===== src/rtl/uart_mp_rx_pkg.sv =====
package uart_mp_rx_pkg;

    typedef enum logic [2:0] {
        ST_IDLE  = 3'd0,
        ST_START = 3'd1,
        ST_DATA  = 3'd2,
        ST_NINTH = 3'd3,
        ST_STOP  = 3'd4
    } rx_state_e;

    localparam logic [1:0] PAR_ODD   = 2'b00;
    localparam logic [1:0] PAR_EVEN  = 2'b01;
    localparam logic [1:0] PAR_MARK  = 2'b10;
    localparam logic [1:0] PAR_SPACE = 2'b11;

    typedef struct packed {
        logic perr;
        logic ovr;
        logic irq;
    } flag_s;

endpackage


===== src/rtl/uart_mp_rx_sync.sv =====
module uart_mp_rx_sync #(
    parameter int STAGES = 2
) (
    input  logic clk,
    input  logic rst_n,
    input  logic din,
    output logic dout
);
    logic [STAGES-1:0] sh_d, sh_q;

    always_comb begin
        sh_d = {sh_q[STAGES-2:0], din};
    end

    always_ff @(posedge clk or negedge rst_n) begin
        if (!rst_n) sh_q <= '1;
        else        sh_q <= sh_d;
    end

    assign dout = sh_q[STAGES-1];
endmodule


===== src/rtl/uart_mp_rx_frame.sv =====
module uart_mp_rx_frame
    import uart_mp_rx_pkg::*;
#(
    parameter int DATA_W = 8,
    parameter int OSR    = 16
) (
    input  logic              clk,
    input  logic              rst_n,
    input  logic              tick,
    input  logic              line,
    input  logic              slot9_en,
    output logic              done,
    output logic [DATA_W-1:0] data,
    output logic              bit9,
    output logic              stop_bit
);
    localparam int CNT_W = $clog2(OSR);
    localparam int IDX_W = (DATA_W > 1) ? $clog2(DATA_W) : 1;
    localparam logic [CNT_W-1:0] MID_CNT  = CNT_W'(OSR / 2 - 1);
    localparam logic [CNT_W-1:0] LAST_CNT = CNT_W'(OSR - 1);
    localparam logic [IDX_W-1:0] LAST_IDX = IDX_W'(DATA_W - 1);

    typedef struct packed {
        rx_state_e         state;
        logic [CNT_W-1:0]  cnt;
        logic [IDX_W-1:0]  idx;
        logic [DATA_W-1:0] shreg;
        logic              b9;
        logic              stopb;
        logic              done;
    } frm_s;

    frm_s st_d, st_q;
    logic sample_now;

    always_comb begin
        st_d       = st_q;
        st_d.done  = 1'b0;
        sample_now = tick && (st_q.cnt == LAST_CNT);
        case (st_q.state)
            ST_IDLE: begin
                if (tick && !line) begin
                    st_d.state = ST_START;
                    st_d.cnt   = CNT_W'(1);
                end
            end
            ST_START: begin
                if (tick) begin
                    if (st_q.cnt == MID_CNT) begin
                        st_d.cnt = '0;
                        st_d.idx = '0;
                        st_d.state = line ? ST_IDLE : ST_DATA;
                    end else begin
                        st_d.cnt = st_q.cnt + CNT_W'(1);
                    end
                end
            end
            ST_DATA: begin
                if (tick) st_d.cnt = st_q.cnt + CNT_W'(1);
                if (sample_now) begin
                    st_d.shreg = {line, st_q.shreg[DATA_W-1:1]};
                    if (st_q.idx == LAST_IDX)
                        st_d.state = slot9_en ? ST_NINTH : ST_STOP;
                    else
                        st_d.idx = st_q.idx + IDX_W'(1);
                end
            end
            ST_NINTH: begin
                if (tick) st_d.cnt = st_q.cnt + CNT_W'(1);
                if (sample_now) begin
                    st_d.b9    = line;
                    st_d.state = ST_STOP;
                end
            end
            ST_STOP: begin
                if (tick) st_d.cnt = st_q.cnt + CNT_W'(1);
                if (sample_now) begin
                    st_d.stopb = line;
                    st_d.done  = 1'b1;
                    st_d.state = ST_IDLE;
                end
            end
            default: st_d.state = ST_IDLE;
        endcase
    end

    always_ff @(posedge clk or negedge rst_n) begin
        if (!rst_n) begin
            st_q.state <= ST_IDLE;
            st_q.cnt   <= '0;
            st_q.idx   <= '0;
            st_q.shreg <= '0;
            st_q.b9    <= 1'b0;
            st_q.stopb <= 1'b1;
            st_q.done  <= 1'b0;
        end else begin
            st_q <= st_d;
        end
    end

    assign done     = st_q.done;
    assign data     = st_q.shreg;
    assign bit9     = st_q.b9;
    assign stop_bit = st_q.stopb;
endmodule


===== src/rtl/uart_mp_rx_fifo.sv =====
module uart_mp_rx_fifo #(
    parameter int W     = 9,
    parameter int DEPTH = 2
) (
    input  logic                       clk,
    input  logic                       rst_n,
    input  logic                       push,
    input  logic [W-1:0]               wdata,
    input  logic                       pop,
    output logic [W-1:0]               head,
    output logic                       not_empty,
    output logic                       accept,
    output logic [$clog2(DEPTH+1)-1:0] level
);
    localparam int PTR_W = (DEPTH > 1) ? $clog2(DEPTH) : 1;
    localparam int LVL_W = $clog2(DEPTH + 1);
    localparam logic [PTR_W-1:0] LAST_PTR = PTR_W'(DEPTH - 1);
    localparam logic [LVL_W-1:0] FULL_LVL = LVL_W'(DEPTH);

    typedef struct packed {
        logic [DEPTH-1:0][W-1:0] mem;
        logic [PTR_W-1:0]        wp;
        logic [PTR_W-1:0]        rp;
        logic [LVL_W-1:0]        lvl;
    } fifo_s;

    fifo_s fq_d, fq_q;
    logic  do_push, do_pop;

    always_comb begin
        fq_d    = fq_q;
        do_pop  = pop && (fq_q.lvl != '0);
        do_push = push && (fq_q.lvl != FULL_LVL);
        if (do_push) begin
            fq_d.mem[fq_q.wp] = wdata;
            fq_d.wp = (fq_q.wp == LAST_PTR) ? '0 : fq_q.wp + PTR_W'(1);
        end
        if (do_pop) begin
            fq_d.rp = (fq_q.rp == LAST_PTR) ? '0 : fq_q.rp + PTR_W'(1);
        end
        case ({do_push, do_pop})
            2'b10:   fq_d.lvl = fq_q.lvl + LVL_W'(1);
            2'b01:   fq_d.lvl = fq_q.lvl - LVL_W'(1);
            default: fq_d.lvl = fq_q.lvl;
        endcase
    end

    always_ff @(posedge clk or negedge rst_n) begin
        if (!rst_n) fq_q <= '0;
        else        fq_q <= fq_d;
    end

    assign head      = fq_q.mem[fq_q.rp];
    assign not_empty = (fq_q.lvl != '0);
    assign accept    = do_push;
    assign level     = fq_q.lvl;
endmodule


===== src/rtl/uart_mp_rx.sv =====
module uart_mp_rx
    import uart_mp_rx_pkg::*;
#(
    parameter int DATA_W      = 8,
    parameter int OSR         = 16,
    parameter int DEPTH       = 2,
    parameter int SYNC_STAGES = 2
) (
    input  logic              clk,
    input  logic              rst_n,
    input  logic              os_tick,
    input  logic              rx_in,
    input  logic              ninth_en,
    input  logic              par_en,
    input  logic [1:0]        par_sel,
    input  logic              mp_en,
    input  logic              pop,
    input  logic              clr_perr,
    input  logic              clr_ovr,
    output logic [DATA_W-1:0] rd_data,
    output logic              rd_bit9,
    output logic              rd_valid,
    output logic              perr,
    output logic              ovr,
    output logic              rx_irq
);
    localparam int ENT_W = DATA_W + 1;
    localparam int LVL_W = $clog2(DEPTH + 1);

    logic              line_s;
    logic              frm_done, frm_bit9, frm_stop;
    logic [DATA_W-1:0] frm_data;
    logic              kept_bit, exp_par, par_bad, fifo_push_ok;
    logic [ENT_W-1:0]  fifo_head;
    logic [LVL_W-1:0]  fifo_level;
    flag_s             fl_d, fl_q;

    uart_mp_rx_sync #(.STAGES(SYNC_STAGES)) u_sync (
        .clk  (clk),
        .rst_n(rst_n),
        .din  (rx_in),
        .dout (line_s)
    );

    uart_mp_rx_frame #(.DATA_W(DATA_W), .OSR(OSR)) u_frame (
        .clk     (clk),
        .rst_n   (rst_n),
        .tick    (os_tick),
        .line    (line_s),
        .slot9_en(ninth_en | par_en),
        .done    (frm_done),
        .data    (frm_data),
        .bit9    (frm_bit9),
        .stop_bit(frm_stop)
    );

    always_comb begin
        kept_bit = (ninth_en && !par_en) ? frm_bit9 : frm_stop;
        case (par_sel)
            PAR_ODD:  exp_par = ~(^frm_data);
            PAR_EVEN: exp_par = ^frm_data;
            PAR_MARK: exp_par = 1'b1;
            default:  exp_par = 1'b0;
        endcase
        par_bad = frm_done && par_en && (frm_bit9 != exp_par);
    end

    uart_mp_rx_fifo #(.W(ENT_W), .DEPTH(DEPTH)) u_fifo (
        .clk      (clk),
        .rst_n    (rst_n),
        .push     (frm_done),
        .wdata    ({kept_bit, frm_data}),
        .pop      (pop),
        .head     (fifo_head),
        .not_empty(rd_valid),
        .accept   (fifo_push_ok),
        .level    (fifo_level)
    );

    always_comb begin
        fl_d     = fl_q;
        fl_d.irq = fifo_push_ok && (!mp_en || kept_bit);
        if (par_bad)       fl_d.perr = 1'b1;
        else if (clr_perr) fl_d.perr = 1'b0;
        if (frm_done && !fifo_push_ok) fl_d.ovr = 1'b1;
        else if (clr_ovr)              fl_d.ovr = 1'b0;
    end

    always_ff @(posedge clk or negedge rst_n) begin
        if (!rst_n) fl_q <= '0;
        else        fl_q <= fl_d;
    end

    assign rd_data = fifo_head[DATA_W-1:0];
    assign rd_bit9 = fifo_head[DATA_W];
    assign perr    = fl_q.perr;
    assign ovr     = fl_q.ovr;
    assign rx_irq  = fl_q.irq;
endmodule


===== config.mk =====
export PLATFORM = sky130hd
export DESIGN_NAME = uart_mp_rx
export DESIGN_NICKNAME = d
export VERILOG_FILES = /design/src/rtl/uart_mp_rx_pkg.sv /design/src/rtl/uart_mp_rx_sync.sv /design/src/rtl/uart_mp_rx_frame.sv /design/src/rtl/uart_mp_rx_fifo.sv /design/src/rtl/uart_mp_rx.sv
export SDC_FILE = /design/constraint.sdc
export NUM_CORES = 1
export LEC_CHECK = 0
export BUFFER_PORTS_ARGS = -buffer_cell sky130_fd_sc_hd__buf_2
export CORE_ASPECT_RATIO = 0.8
export CORE_MARGIN = 1.5
export CORE_UTILIZATION = 25
export CTS_BUF_LIST = sky130_fd_sc_hd__clkbuf_4 sky130_fd_sc_hd__clkbuf_8
export DETAILED_ROUTE_END_ITERATION = 6
export PLACE_DENSITY = 0.52
export SYNTH_ARGS = -nofsm -noshare
export SYNTH_HDL_FRONTEND = slang
export SYNTH_SLANG_ARGS = --single-unit

===== constraint.sdc =====
create_clock -name clk -period 2.6 [get_ports clk]
set_clock_uncertainty 0.2 [all_clocks]
set_input_delay 0.52 -clock clk [delete_from_list [all_inputs] [get_ports clk]]
set_output_delay 0.52 -clock clk [all_outputs]
set_load 0.01 [all_outputs]

; ---- Word-level counts from Yosys, hierarchy flattened
; Cells that the tools add are included.
[totals]
regBits = 48
inputBits = 12
output_inout_bits = 13
[classes]
addsub = 6
n_bitwise = 2
n_eq_ne = 22
muxes = 33
n_reduce_logical = 31
n_lt_le_gt_ge = 3
[op_table]
columns = op, n
row1 = $mux 9, 3
row2 = $mux 3, 8
row3 = $bwmux 18, 1
row4 = $pmux 3 s5, 1
row5 = $ne 2x1->1 const B, 7
row6 = $pmux 4 s3, 1
row7 = $mux 11, 1
row8 = $logic_and 1x1->1, 10
row9 = $mux 10, 1
row10 = $reduce_bool 2->1, 5
row11 = $demux 9 s1, 1
row12 = $mux 1, 9
row13 = $mux 4, 2
row14 = $reduce_xor 8->1, 1
row15 = $mux 7, 1
row16 = $reduce_and 7->1, 1
row17 = $eq 3x2->1 const B, 2
row18 = $eq 3x3->1 const B, 2
row19 = $ne 2x2->1 const B, 3
row20 = $pmux 3 s2, 1
row21 = $reduce_and 2->1, 3
row22 = $reduce_and 5->1, 1
row23 = $add 4x1->4 const B, 1
row24 = $eq 2x1->1 const B, 2
row25 = 23 further kinds, 29

; ---- Depth between registers and ports, before layout
[logic_depth]
ltp_word = 6
mapped_depth = 6

; ---- By module
; A second synthesis with hierarchy kept.
[hier_totals]
hier_cells = 209
area_unflattened_um2 = 2570.0
[modules_own_cells]
columns = module, instances, cells_each, area_per_inst_um2
row1 = uart_mp_rx_frame, 1, 114, 1204.9
row2 = uart_mp_rx_fifo, 1, 68, 1082.3
row3 = uart_mp_rx, 1, 25, 230.2
row4 = uart_mp_rx_sync, 1, 2, 52.6

; ---- Worst setup path after synthesis
; OpenSTA, ideal clock, no wires.
[synth_timing]
path_kind = reg-to-reg
start = reg u_frame.st_q[11] (netlist bit)
end = reg u_frame.st_q[18] (netlist bit)
path_buffers = 0
t_arrival_ps = 1630
slack_ps = 646
stages_incl_launch_ff = 7
setup_ps = 125
required_ps = 2275
path_cell_list = dfrtp_1 ha_1 ha_1 a211o_1 o21ai_0 a221o_1 mux2_2
[synth_between]
elab_chain_len = 3
[synth_rtl]
columns = element, line_no
row1 = "start, declared", uart_mp_rx_frame.sv:33  ; frm_s st_d, st_q;
row2 = "start signal, assigned", uart_mp_rx_frame.sv:97  ; st_q <= st_d;
row3 = $eq 3x3->1, uart_mp_rx_frame.sv:62  ; if (st_q.idx == LAST_IDX)
row4 = $ne 2x1->1 (no line), n/a
row5 = $reduce_and 7->1 (no line), n/a
; Every way passes these cells.
; A chain may end at the register's enable or synchronous reset.

; ---- Final worst setup path
[layout_timing]
start = reg u_fifo.fq_q[2] (netlist bit)
end = out rd_data[5]
[layout_between]
elab_chain_len = 2
[layout_rtl]
columns = element, line_no
row1 = "start, declared", uart_mp_rx_fifo.sv:27  ; fifo_s fq_d, fq_q;
row2 = "start signal, assigned", uart_mp_rx_fifo.sv:50  ; else fq_q <= fq_d;
row3 = $mux 9 (not written as such) (2 in series), uart_mp_rx_fifo.sv:53  ; assign head = fq_q.mem[fq_q.rp];
row4 = "end, declared", uart_mp_rx.sv:20  ; output logic [DATA_W-1:0] rd_data,
; Every way passes these cells. The select of a mux whose other input is x is not followed.

==> run metrics <==
CP endpoint kind primary output; headroom to the max-slew limit 0.522; Synth Flop Type dfrtp_1; CP bufs+invs 1; Final Max Slew Viols 0; crit-path cells mux2_2, buf_2; root buffer cell clkbuf_8; min cycle time layout 2.24 ns; metal2 WL 1850 um; r2r setup slk approximately 0.47 ns; commonest non-fill, non-tap cell in the layout dfrtp_1; H-tree lvl count 2; top-level I/O count 25; startpoint types register; # resized after CTS 0; Iter 0 DRT Violations 47; Syn Inst Count between 150 and 200; area delta synth->final 15.2%; RSZ-0062 raised after global routing no; Overall Global Routing Usage 0.0992; Crit Path Class reg2out; WL final around 4500 um; CTS tree yes; postcts setup bufs 0; Distinct cells, synth 40; max_cap viols 0; Reg2Reg Launch Point u_frame.st_q[14]; nets 236; CP max stage delay 0.67 ns; vias per inst around 4.5; Highest Signal Layer met4; CTS Buf Count 5; GPL Wtd Cong about 0.73; Post-synth ARST share 1.00; Setup WS pre-CTS 0.474 ns; run status finished clean; PwrDens roughly 760 mW/mm2; Die Ht 89.4 um; worst hold path class in2async; Clock Tree Buf Depth 2; number of hold violations in the final report 0; Hold Buf Count CTS 0; Synth Register Bits between 40 and 50; register cell area after layout about 0.0012 mm2; maximum fanout along the worst path 10; grt ovf 0; DP HPWL 3220 um; wire length per cell approximately 13 um; Worst Max-Slew Pin Slew 0.718 ns; fin util 0.296; Final period util 0.861; synth warn 0; most frequent cells in the layout 45 x dfrtp_1, 38 x mux2_2, 24 x buf_2, 14 x nor2_1, 11 x xnor2_1; vias after detailed routing 1500; maximum clock rate approximately 0.45 GHz; EDFF count, synth 0; maximum vdd drop 0.261 mV; initial antenna violation count 0; clock sinks 48; chip width between 100 and 150 um; critical path's slowest cell dfrtp_1; DIE AREA just under 0.01 mm2; layout cells sized above 1 0.394; Crit path max-delay family flip-flops; FILL cells 978; Setup WS post-layout around 0.36 ns; Initial Util 0.257; sequential area share after synthesis 0.517; Critical Path AT about 1.5 ns; Synthesized Nets 207; Syn Std Cell Area ~0.0023 mm2; vias in the first global route about 1500; diode count 0; pin count of the biggest net entering global routing 33; clock slew at reported path FFs ~0.09 ns; # port buffers 24; antenna-violating nets left 0; Rows 31; Multi-input gate area roughly 0.0011 mm2; final setup fails 0; DRC viols 0; R2R depth 4; met3 WL ~170 um; Required @ worst endpoint between 1.5 and 2 ns; first-pass GRT wire length around 7700 um; Syn Area/Cell about 12 um2; Leak 1.25 nW; clk_lat worst skew ~0.3 ns; core area about 0.0091 mm2; drt pass-1 iters 4; wl on met1 ~2400 um; Worst R2R End u_frame.data[6]; TNS Setup 0 ns
[per-stage QoR]
stage / area, um2 / total power (W) / cells / hold WS [ns]
after floorplan: 2330 / 0.00145 / 191 / 0.0244
after global placement: 2590 / 0.00158 / 328 / 0.147
after detailed placement: 2590 / 0.00158 / 328 / 0.151
after CTS: 2690 / 0.00207 / 336 / 0.103
after global routing: 2690 / 0.00219 / 336 / 0.109
final: 2690 / 0.00204 / 336 / 0.0691
[worst max path at each step]
| stage | start | to | slack, ns | cells past startpoint |
|---|---|---|---|---|
| floorplan | u_frame.st_q[11] | u_frame.st_q[18] | 0.65 | 6 |
| global placement | u_frame.st_q[14] | u_frame.data[0] | 0.52 | 4 |
| detailed placement | u_frame.st_q[14] | u_frame.data[7] | 0.47 | 4 |
| CTS | u_fifo.fq_q[2] | rd_bit9 | 0.35 | 2 |
| global route | u_fifo.fq_q[2] | rd_bit9 | 0.29 | 2 |
| finish | u_fifo.fq_q[2] | rd_data[5] | 0.36 | 2 |
[kinds of logic (layout without fill, tap and decap cells)]
group / count (synthesis) / in the layout / share of synthesized area
AOI/OAI and AO/OA: 23 / 23 / 0.0671
adders and majority gates: 4 / 4 / 0.0215
DFF: 48 / 48 / 0.517
buffers and inverters: 10 / 40 / 0.0204
muxes: 39 / 39 / 0.188
and+or+nand+nor: 54 / 54 / 0.138
xor gates and xnor gates: 13 / 13 / 0.0488
[cell usage after synthesis (2+ instances only)]
library cell	count	area [um2]
dfrtp_1	45	1130
mux2_2	38	428
nor2_1	14	52.6
xnor2_1	11	96.3
a21oi_1	8	40.0
nand2_1	8	30.0
nand3_1	6	30.0
nand4_1	5	31.3
o21ai_0	5	25.0
ha_1	4	50.1
inv_1	4	15.0
nand2b_1	4	25.0
a22o_1	3	26.3
dfstp_2	3	78.8
nor3_1	3	15.0
buf_2	2	10.0
buf_4	2	15.0
nand2_2	2	12.5
nor3b_1	2	15.0
xor2_1	2	17.5
[cell type report]
type                       count  area share
clock buffer                   8      0.0363
inverter                       5     0.00698
multi-input combinational    133       0.402
sequential                    48       0.448
tap                          115      0.0535
timing repair buffer          27      0.0531
[routing by layer]
metal | GRT usage | vias to the layer above
met4 | 0.0420 | 0
met1 | 0.136 | 725
met5 | 0 | -
met2 | 0.150 | 26
li1 | - | 742
met3 | 0.0258 | 7
[state kept, by name, summed over array words and instances, names as in the netlist]
name,cells
u_fifo.fq_q,20
perr,1
u_frame.data,8
u_frame.done,1
u_frame.st_q,10
ovr,1
u_sync.sh_q,2
u_frame.bit9,1
u_frame.stop_bit,1
rx_irq,1
u_fifo.level,2
[where the power goes]
group          internal (W)  switching [W]
combinational      0.000266       0.000263
clock              0.000238       0.000237
sequential         0.000849       0.000189
Power figures use the tool's default switching activity.
